## config.mk

```make
export PLATFORM = sky130hd
export DESIGN_NAME = line_bit_recover
export DESIGN_NICKNAME = d
export VERILOG_FILES = /design/src/rtl/slc_pkg.sv /design/src/rtl/slc_scale.sv /design/src/rtl/slc_cfg.sv /design/src/rtl/slc_level_fsm.sv /design/src/rtl/slc_phase.sv /design/src/rtl/line_bit_recover.sv
export SDC_FILE = /design/constraint.sdc
export NUM_CORES = 1
export LEC_CHECK = 0
export BUFFER_PORTS_ARGS = -buffer_cell sky130_fd_sc_hd__buf_2
export CAP_MARGIN = 30
export CORE_MARGIN = 4
export CORE_UTILIZATION = 61
export DETAILED_ROUTE_END_ITERATION = 6
export GPL_ROUTABILITY_DRIVEN = 0
export HOLD_SLACK_MARGIN = 0.12
export PLACE_DENSITY = 0.82
export RECOVER_POWER = 50
export SLEW_MARGIN = 15
export SYNTH_ARGS = -nofsm -noshare
export SYNTH_HDL_FRONTEND = slang
export SYNTH_HIERARCHICAL = 1
export SYNTH_SLANG_ARGS = --single-unit
```

## constraint.sdc

```tcl
create_clock -name clk -period 12.9 [get_ports clk]
set_input_delay 0.645 -clock clk [delete_from_list [all_inputs] [get_ports clk]]
set_output_delay 0.645 -clock clk [all_outputs]
set_load 0.1 [all_outputs]
```

## src/rtl/slc_pkg.sv

```systemverilog
package slc_pkg;
    typedef enum logic {
        LINE_LOW  = 1'b0,
        LINE_HIGH = 1'b1
    } line_t;
endpackage

```

## src/rtl/slc_scale.sv

```systemverilog
module slc_scale #(
    parameter int CODE_W    = 12,
    parameter int SCALE_NUM = 13300,
    parameter int SCALE_SH  = 12,
    parameter int MID_MV    = 5500,
    parameter int DIFF_W    = 16
) (
    input  logic [CODE_W-1:0]        code,
    output logic signed [DIFF_W-1:0] diff
);
    localparam int PROD_W = CODE_W + $clog2(SCALE_NUM + 1);
    localparam int MV_W   = PROD_W - SCALE_SH;
    localparam logic [PROD_W-1:0] K   = PROD_W'(SCALE_NUM);
    localparam logic [DIFF_W-1:0] MID = DIFF_W'(MID_MV);

    logic [PROD_W-1:0] prod;
    logic [PROD_W-1:0] shifted;
    logic [MV_W-1:0]   mv;

    always_comb begin
        prod    = {{(PROD_W-CODE_W){1'b0}}, code} * K;
        shifted = prod >> SCALE_SH;
        mv      = shifted[MV_W-1:0];
        diff    = $signed({{(DIFF_W-MV_W){1'b0}}, mv}) - $signed(MID);
    end
endmodule

```

## src/rtl/slc_cfg.sv

```systemverilog
module slc_cfg #(
    parameter int BAND_W   = 16,
    parameter int CNT_W    = 16,
    parameter int BAND_DEF = 6000,
    parameter int PER_DEF  = 10
) (
    input  logic              clk,
    input  logic              rst_n,
    input  logic              clr,
    input  logic              wr_band,
    input  logic [BAND_W-1:0] wr_band_val,
    input  logic              wr_period,
    input  logic [CNT_W-1:0]  wr_period_val,
    output logic [BAND_W-1:0] band_q,
    output logic [CNT_W-1:0]  period_q
);
    localparam logic [BAND_W-1:0] BAND_RST = BAND_W'(BAND_DEF);
    localparam logic [CNT_W-1:0]  PER_RST  = CNT_W'(PER_DEF);

    always_ff @(posedge clk or negedge rst_n) begin
        if (!rst_n) begin
            band_q   <= BAND_RST;
            period_q <= PER_RST;
        end else if (clr) begin
            band_q   <= BAND_RST;
            period_q <= PER_RST;
        end else begin
            if (wr_band)   band_q   <= wr_band_val;
            if (wr_period) period_q <= wr_period_val;
        end
    end
endmodule

```

## src/rtl/slc_level_fsm.sv

```systemverilog
module slc_level_fsm
    import slc_pkg::*;
#(
    parameter int DIFF_W = 16,
    parameter int BAND_W = 16
) (
    input  logic                     clk,
    input  logic                     rst_n,
    input  logic                     stb,
    input  logic signed [DIFF_W-1:0] diff,
    input  logic [BAND_W-1:0]        band,
    output line_t                    level_q,
    output line_t                    level_nx,
    output logic                     changed
);
    localparam int CMP_W = ((DIFF_W > BAND_W) ? DIFF_W : BAND_W) + 1;

    logic signed [CMP_W-1:0] diff_x;
    logic signed [CMP_W-1:0] half_x;
    logic                    above;
    logic                    below;

    always_comb begin
        diff_x = $signed({{(CMP_W-DIFF_W){diff[DIFF_W-1]}}, diff});
        half_x = $signed({{(CMP_W-BAND_W+1){1'b0}}, band[BAND_W-1:1]});
        above  = diff_x > half_x;
        below  = diff_x < -half_x;
    end

    // state register
    always_ff @(posedge clk or negedge rst_n) begin
        if (!rst_n) level_q <= LINE_LOW;
        else        level_q <= level_nx;
    end

    // next state and outputs
    always_comb begin
        level_nx = level_q;
        unique case (level_q)
            LINE_LOW:  if (stb && above) level_nx = LINE_HIGH; // RISE
            LINE_HIGH: if (stb && below) level_nx = LINE_LOW;  // FALL
            default:   level_nx = LINE_LOW;
        endcase
        changed = (level_nx != level_q);
    end
endmodule

```

## src/rtl/slc_phase.sv

```systemverilog
module slc_phase #(
    parameter int CNT_W = 16
) (
    input  logic             clk,
    input  logic             rst_n,
    input  logic             stb,
    input  logic             changed,
    input  logic [CNT_W-1:0] period,
    output logic [CNT_W-1:0] len_q,
    output logic [CNT_W-1:0] commit_q,
    output logic             emit
);
    localparam logic [CNT_W-1:0] CNT_MAX = {CNT_W{1'b1}};

    logic [CNT_W-1:0] len_eff;
    logic [CNT_W-1:0] com_eff;
    logic [CNT_W:0]   len_inc;
    logic [CNT_W:0]   com_inc;
    logic [CNT_W-1:0] len_nx;
    logic [CNT_W-1:0] com_nx;

    always_comb begin
        len_eff = changed ? '0 : len_q;
        com_eff = changed ? (period >> 1) : commit_q;
        emit    = stb && (len_eff >= com_eff);
        len_inc = {1'b0, len_eff} + {{CNT_W{1'b0}}, 1'b1};
        com_inc = {1'b0, com_eff} + {1'b0, period};
        len_nx  = len_inc[CNT_W] ? CNT_MAX : len_inc[CNT_W-1:0];
        if (emit) com_nx = com_inc[CNT_W] ? CNT_MAX : com_inc[CNT_W-1:0];
        else      com_nx = com_eff;
    end

    always_ff @(posedge clk or negedge rst_n) begin
        if (!rst_n) begin
            len_q    <= '0;
            commit_q <= '0;
        end else if (stb) begin
            len_q    <= len_nx;
            commit_q <= com_nx;
        end
    end
endmodule

```

## src/rtl/line_bit_recover.sv

```systemverilog
module line_bit_recover
    import slc_pkg::*;
#(
    parameter int CODE_W    = 12,
    parameter int CNT_W     = 16,
    parameter int BAND_W    = 16,
    parameter int SCALE_NUM = 13300,
    parameter int SCALE_SH  = 12,
    parameter int MID_MV    = 5500,
    parameter int BAND_DEF  = 6000,
    parameter int PER_DEF   = 10
) (
    input  logic              clk,
    input  logic              rst_n,
    input  logic              clr,
    input  logic              wr_band,
    input  logic [BAND_W-1:0] wr_band_val,
    input  logic              wr_period,
    input  logic [CNT_W-1:0]  wr_period_val,
    input  logic              smp_stb,
    input  logic [CODE_W-1:0] smp_code,
    output logic              bit_vld,
    output logic              bit_out,
    output logic              dbg_level,
    output logic [CNT_W-1:0]  dbg_len,
    output logic [CNT_W-1:0]  dbg_commit
);
    localparam int PROD_W = CODE_W + $clog2(SCALE_NUM + 1);
    localparam int DIFF_W = PROD_W - SCALE_SH + 2;

    logic signed [DIFF_W-1:0] diff;
    logic [BAND_W-1:0]        band_q;
    logic [CNT_W-1:0]         period_q;
    line_t                    level_q;
    line_t                    level_nx;
    logic                     changed;
    logic                     emit;

    slc_scale #(
        .CODE_W(CODE_W), .SCALE_NUM(SCALE_NUM), .SCALE_SH(SCALE_SH),
        .MID_MV(MID_MV), .DIFF_W(DIFF_W)
    ) u_scale (
        .code(smp_code),
        .diff(diff)
    );

    slc_cfg #(
        .BAND_W(BAND_W), .CNT_W(CNT_W), .BAND_DEF(BAND_DEF), .PER_DEF(PER_DEF)
    ) u_cfg (
        .clk(clk), .rst_n(rst_n), .clr(clr),
        .wr_band(wr_band), .wr_band_val(wr_band_val),
        .wr_period(wr_period), .wr_period_val(wr_period_val),
        .band_q(band_q), .period_q(period_q)
    );

    slc_level_fsm #(
        .DIFF_W(DIFF_W), .BAND_W(BAND_W)
    ) u_fsm (
        .clk(clk), .rst_n(rst_n), .stb(smp_stb), .diff(diff), .band(band_q),
        .level_q(level_q), .level_nx(level_nx), .changed(changed)
    );

    slc_phase #(
        .CNT_W(CNT_W)
    ) u_phase (
        .clk(clk), .rst_n(rst_n), .stb(smp_stb), .changed(changed),
        .period(period_q), .len_q(dbg_len), .commit_q(dbg_commit), .emit(emit)
    );

    always_comb begin
        bit_vld   = emit;
        bit_out   = (level_nx == LINE_HIGH);
        dbg_level = (level_q == LINE_HIGH);
    end
endmodule

```

### Word level (Yosys, flattened, before mapping)

Cells that the tools add are included.

| storage, ports and cells | value |
|---|---|
| register bits after elaboration | 65 |
| word-level logic and storage cells | 32 |
| input bits | 50 |
| output and inout bits | 35 |

| operators by class | value |
|---|---|
| $add $sub $neg | 4 |
| mux-type cells | 12 |
| order comparisons | 3 |
| eq/ne operators | 1 |
| $mul | 1 |
| bitwise operators | 1 |
| reductions and logical operators | 5 |

Operator list:

| kind | number |
|---|---|
| $mux W16 | 9 |
| $mul A12 B12 Y24 const B | 1 |
| $add A16 B1 Y17 const B | 1 |
| $add A16 B16 Y17 | 1 |
| $lt A15 B17 Y1 | 1 |
| $neg A15 Y17 | 1 |
| $ge A16 B16 Y1 | 1 |
| $gt A15 B16 Y1 | 1 |
| $sub A14 B13 Y15 const B | 1 |
| $reduce_bool A2 Y1 | 2 |
| $logic_and A1 B1 Y1 | 3 |
| $mux W1 | 2 |
| $pmux W1 S2 | 1 |
| $ne A1 B1 Y1 | 1 |
| $not A1 Y1 | 1 |

### Longest topological paths before layout

| depth | value |
|---|---|
| word-level depth | 11 |
| gate-level depth with buffers | 41 |

### Modules after synthesis

The synthesis kept the hierarchy.

Modules (own cells, without submodules):

| module | times used | cells an instance | area an instance (um^2) |
|---|---|---|---|
| slc_scale | 1 | 364 | 3573.4 |
| slc_phase | 1 | 394 | 3246.9 |
| slc_cfg | 1 | 103 | 1338.8 |
| slc_level_fsm | 1 | 139 | 1108.6 |

### Worst setup path before layout

No wires, ideal clock.

| path | value |
|---|---|
| path type | input to output |
| start | in smp_code[9] |
| end | out bit_vld |
| path buffers | 6 |
| cell stages on the path | 40 |
| slack | 1.960 ns |
| arrival | 10.295 ns |
| path through | fa_1 > inv_1 > fa_1 > inv_1 > fa_1 > fa_1 > inv_1 > fa_1 > inv_1 > ha_1 > buf_6 > a21oi_4 > o21ai_2 > o21a_1 > o41a_1 > a21o_1 > nor2_2 > a21oi_4 > [... 4 more ...] > nand4_1 > nor3_2 > a221oi_1 > o21ai_1 > mux2i_1 > o21bai_1 > buf_6 > clkbuf_1 > buf_2 > clkbuf_1 > nor2b_1 > ha_1 > and4_1 > nand4_1 > a2111o_1 > o21ai_2 > nor2_1 > nor2_1 |

| between the ends | value |
|---|---|
| longest elaborated chain between the ends | 10 |
| elaborated cells between the ends (all ways) | 14 |
| classes of those cells | add/sub (1); mul (1); order compare (3); eq/ne (1); mux (5); reduce/logical (3) |

RTL lines:

| what | RTL line | text |
|---|---|---|
| from (decl) | line_bit_recover.sv:21 | `input logic [CODE_W-1:0] smp_code,` |
| $mul A12 B12 Y24 * | slc_scale.sv:21 | `prod = {{(PROD_W-CODE_W){1'b0}}, code} * K;` |
| $sub A14 B13 Y15 * | slc_scale.sv:24 | `diff = $signed({{(DIFF_W-MV_W){1'b0}}, mv}) - $signed(MID);` |
| net diff[14] | line_bit_recover.sv:31 | `logic signed [DIFF_W-1:0] diff;` |
| $lt A15 B17 Y1 or $gt A15 B16 Y1 (tied branches) | slc_level_fsm.sv:27, slc_level_fsm.sv:26 |  |
| $logic_and A1 B1 Y1 (on tied branches) | slc_level_fsm.sv:41, slc_level_fsm.sv:40 |  |
| $mux W1 (on tied branches) | slc_level_fsm.sv:41, slc_level_fsm.sv:40 |  |
| $pmux W1 S2 * | slc_level_fsm.sv:39 | `unique case (level_q)` |
| $ne A1 B1 Y1 * | slc_level_fsm.sv:44 | `changed = (level_nx != level_q);` |
| net changed | line_bit_recover.sv:36 | `logic changed;` |
| $mux W16 (on tied branches) | slc_phase.sv:23, slc_phase.sv:24 |  |
| $ge A16 B16 Y1 * | slc_phase.sv:25 | `emit = stb && (len_eff >= com_eff);` |
| $logic_and A1 B1 Y1 * | slc_phase.sv:25 |  |
| to (decl) | line_bit_recover.sv:22 | `output logic bit_vld,` |

The timed path passes the listed nets; every way through them passes the cells marked *.

### Worst setup path after layout

Same ends and word-level chain as after synthesis.

==> summary.txt <==
CTS
  – Clock transition at the registers of the reported paths: 0.06 ns
  – Count of clock tree sinks: 64
  – Hold_buf cts: 0
  – Root Buffer: clkbuf_16
  – CTS H-Tree Depth: 3
  – Maximum clock path buffer count: 2
  – Post-CTS Setup Bufs: 0
  – CTS tree: built
  – TritonCTS buffer count: 9
  – Post_cts resized: 0
  – Worst-Skew Late Latency: 0.34 ns

Critical path
  – WP data arrival: 10.84 ns
  – Setup slack, reg-to-reg: 6.72 ns
  – CP required: 12.26 ns
  – CP Capture Type: primary output
  – Kind of critical path: in2out
  – Reg2Reg Depth: 23
  – Worst r2r src: u_cfg/band_q[7]
  – Max FO, Critical Path: 33
  – Startpoint type of the worst setup path: input port
  – Critical-path top delay cell: fa_1
  – Critical Path Max Stage Delay: 0.58 ns
  – R2r endpoint: u_phase/commit_q[14]

Worst hold path
  – Min-delay src: wr_band_val[5]
  – Hold Path End: u_cfg/band_q[5]
  – Hold Crit Class: in2reg
  – Hold path cells: 2

Global routing
  – First-pass GRT wire length: 35,720 um
  – Vias in the first global route: 7,721
  – Largest net degree at the start of global routing: 65
  – Total Routing Usage GR: 0.2572
  – Antenna violations before repair: 0
  – GRT overflow: 0

Timing
  – RSZ-0062 raised after global routing: no
  – Fin crit share: 0.8903
  – Hold violation count in the final report: 0
  – Final setup vio count: 0
  – Measured slew at the worst slew-check pin: 3.515 ns
  – Fin Setup TNS: 0 ns
  – Worst slew margin: -1.343
  – FMAX: 0.08707 GHz
  – Setup clock skew after layout: 0.007071 ns
  – Post-route minimum period: 11.48 ns
  – Setup slack after layout: 1.416 ns
  – Max Slew Vio Count: 65

Placement
  – Pre-CTS WS: 1.500 ns
  – Dpl cell area: 9741 um2
  – Port buffer count: 83
  – Final HPWL DP: 16,720 um
  – Inst Count DP: 1,239

Floorplanning
  – Total die area: 17,160 um2
  – Initial Utilization: 0.6279
  – Row cnt: 44
  – Io pins: 85
  – Die extent in y: 131 um
  – Die width: 131 um
  – Core area: 14,700 um2

Yosys
  – Synth Warn #: 6
  – Syn Area/Cell: 9.257 um2
  – Synthesized Nets: 1,251
  – Synth Instances: 997
  – Mapped cell area: 9229 um2

Route
  – Final WL: 20,630 um
  – Met2 WL: 10,730 um
  – Via count: 7,520
  – Met3 routed WL: 634 um
  – DR iter-0 viols: 468
  – Initial DRT Pass Iterations: 4
  – ANT nets after route: 0
  – Avg Vias per Cell: 5.992
  – Met1 WL: 8641 um
  – Top routing layer in use: met4
  – Remaining DRCs: 0
  – Avg WL per Cell: 16.44 um

Finish
  – Design area: 10,010 um2
  – ANT cells: 0
  – Final net count: 1,320
  – Most frequent cells in the layout: ha_1 (143), inv_1 (130), buf_2 (81)
  – Cell Count, Final, Fillers Out: 1,255
  – Layout cell share with drive strength beyond 1: 0.1634
  – Fillers: 1,203
  – Area grow syn2layout: 8.419%
  – Most common cell after layout, fill and taps aside: ha_1

Status
  – Failing checks: max-capacitance violations, max-slew violations
  – Status: complete, but fails checks

Flow run
  – MaxCap Viol Count: 1
## critical path: cells and delay by family
| kind | cells | cell delay [ns] |
|---|---|---|
| and+or+nand+nor | 8 | 1.72 |
| AOI/OAI and AO/OA | 13 | 3.31 |
| adders and majority gates | 8 | 3.62 |
| buffers and inverters | 8 | 1.30 |
| muxes | 1 | 0.19 |
## worst max-delay path by stage
stage,cells past startpoint,start,endpoint,slack [ns]
6_report,38,smp_code[9],bit_vld,1.42
5_1_grt,38,smp_code[9],bit_vld,0.93
4_1_cts,37,smp_code[9],bit_vld,1.49
3_5_place_dp,37,smp_code[9],bit_vld,1.50
3_3_place_gp,37,smp_code[9],bit_vld,1.78
2_1_floorplan,40,smp_code[9],bit_vld,1.96
## area by class of cell
class	count	area, um2	share of cell area
clock buffer	9	225.2	0.02251
clock inverter	7	46.29	0.004627
inverter	132	495.5	0.04952
multi-input combinational	772	6957	0.6953
sequential	64	1613	0.1612
tap	184	230.2	0.02301
timing repair buffer	87	439.2	0.04389
## sequential cells by signal (all words and copies together), names as in the netlist
register	cells
u_phase/commit_q	16
u_cfg/band_q	15
u_phase/len_q	16
u_fsm/level_q	1
u_cfg/period_q	16
## metrics by stage
step	hold slack [ns]	util
final	0.5170	0.6807
after global routing	0.5125	0.6807
after CTS	0.5082	0.6811
after detailed placement	0.5081	0.6627
after global placement	0.5009	0.6627
after floorplan	0.3494	-
## routing by layer
metal	global-route usage	up-vias
met3	0.03659	53
met1	0.3116	3644
met4	0.09498	0
met2	0.4627	140
met5	0	-
li1	-	3683
Power is not shown: default switching activity piles up to over one toggle a cycle in this logic, so the estimate is an artifact.
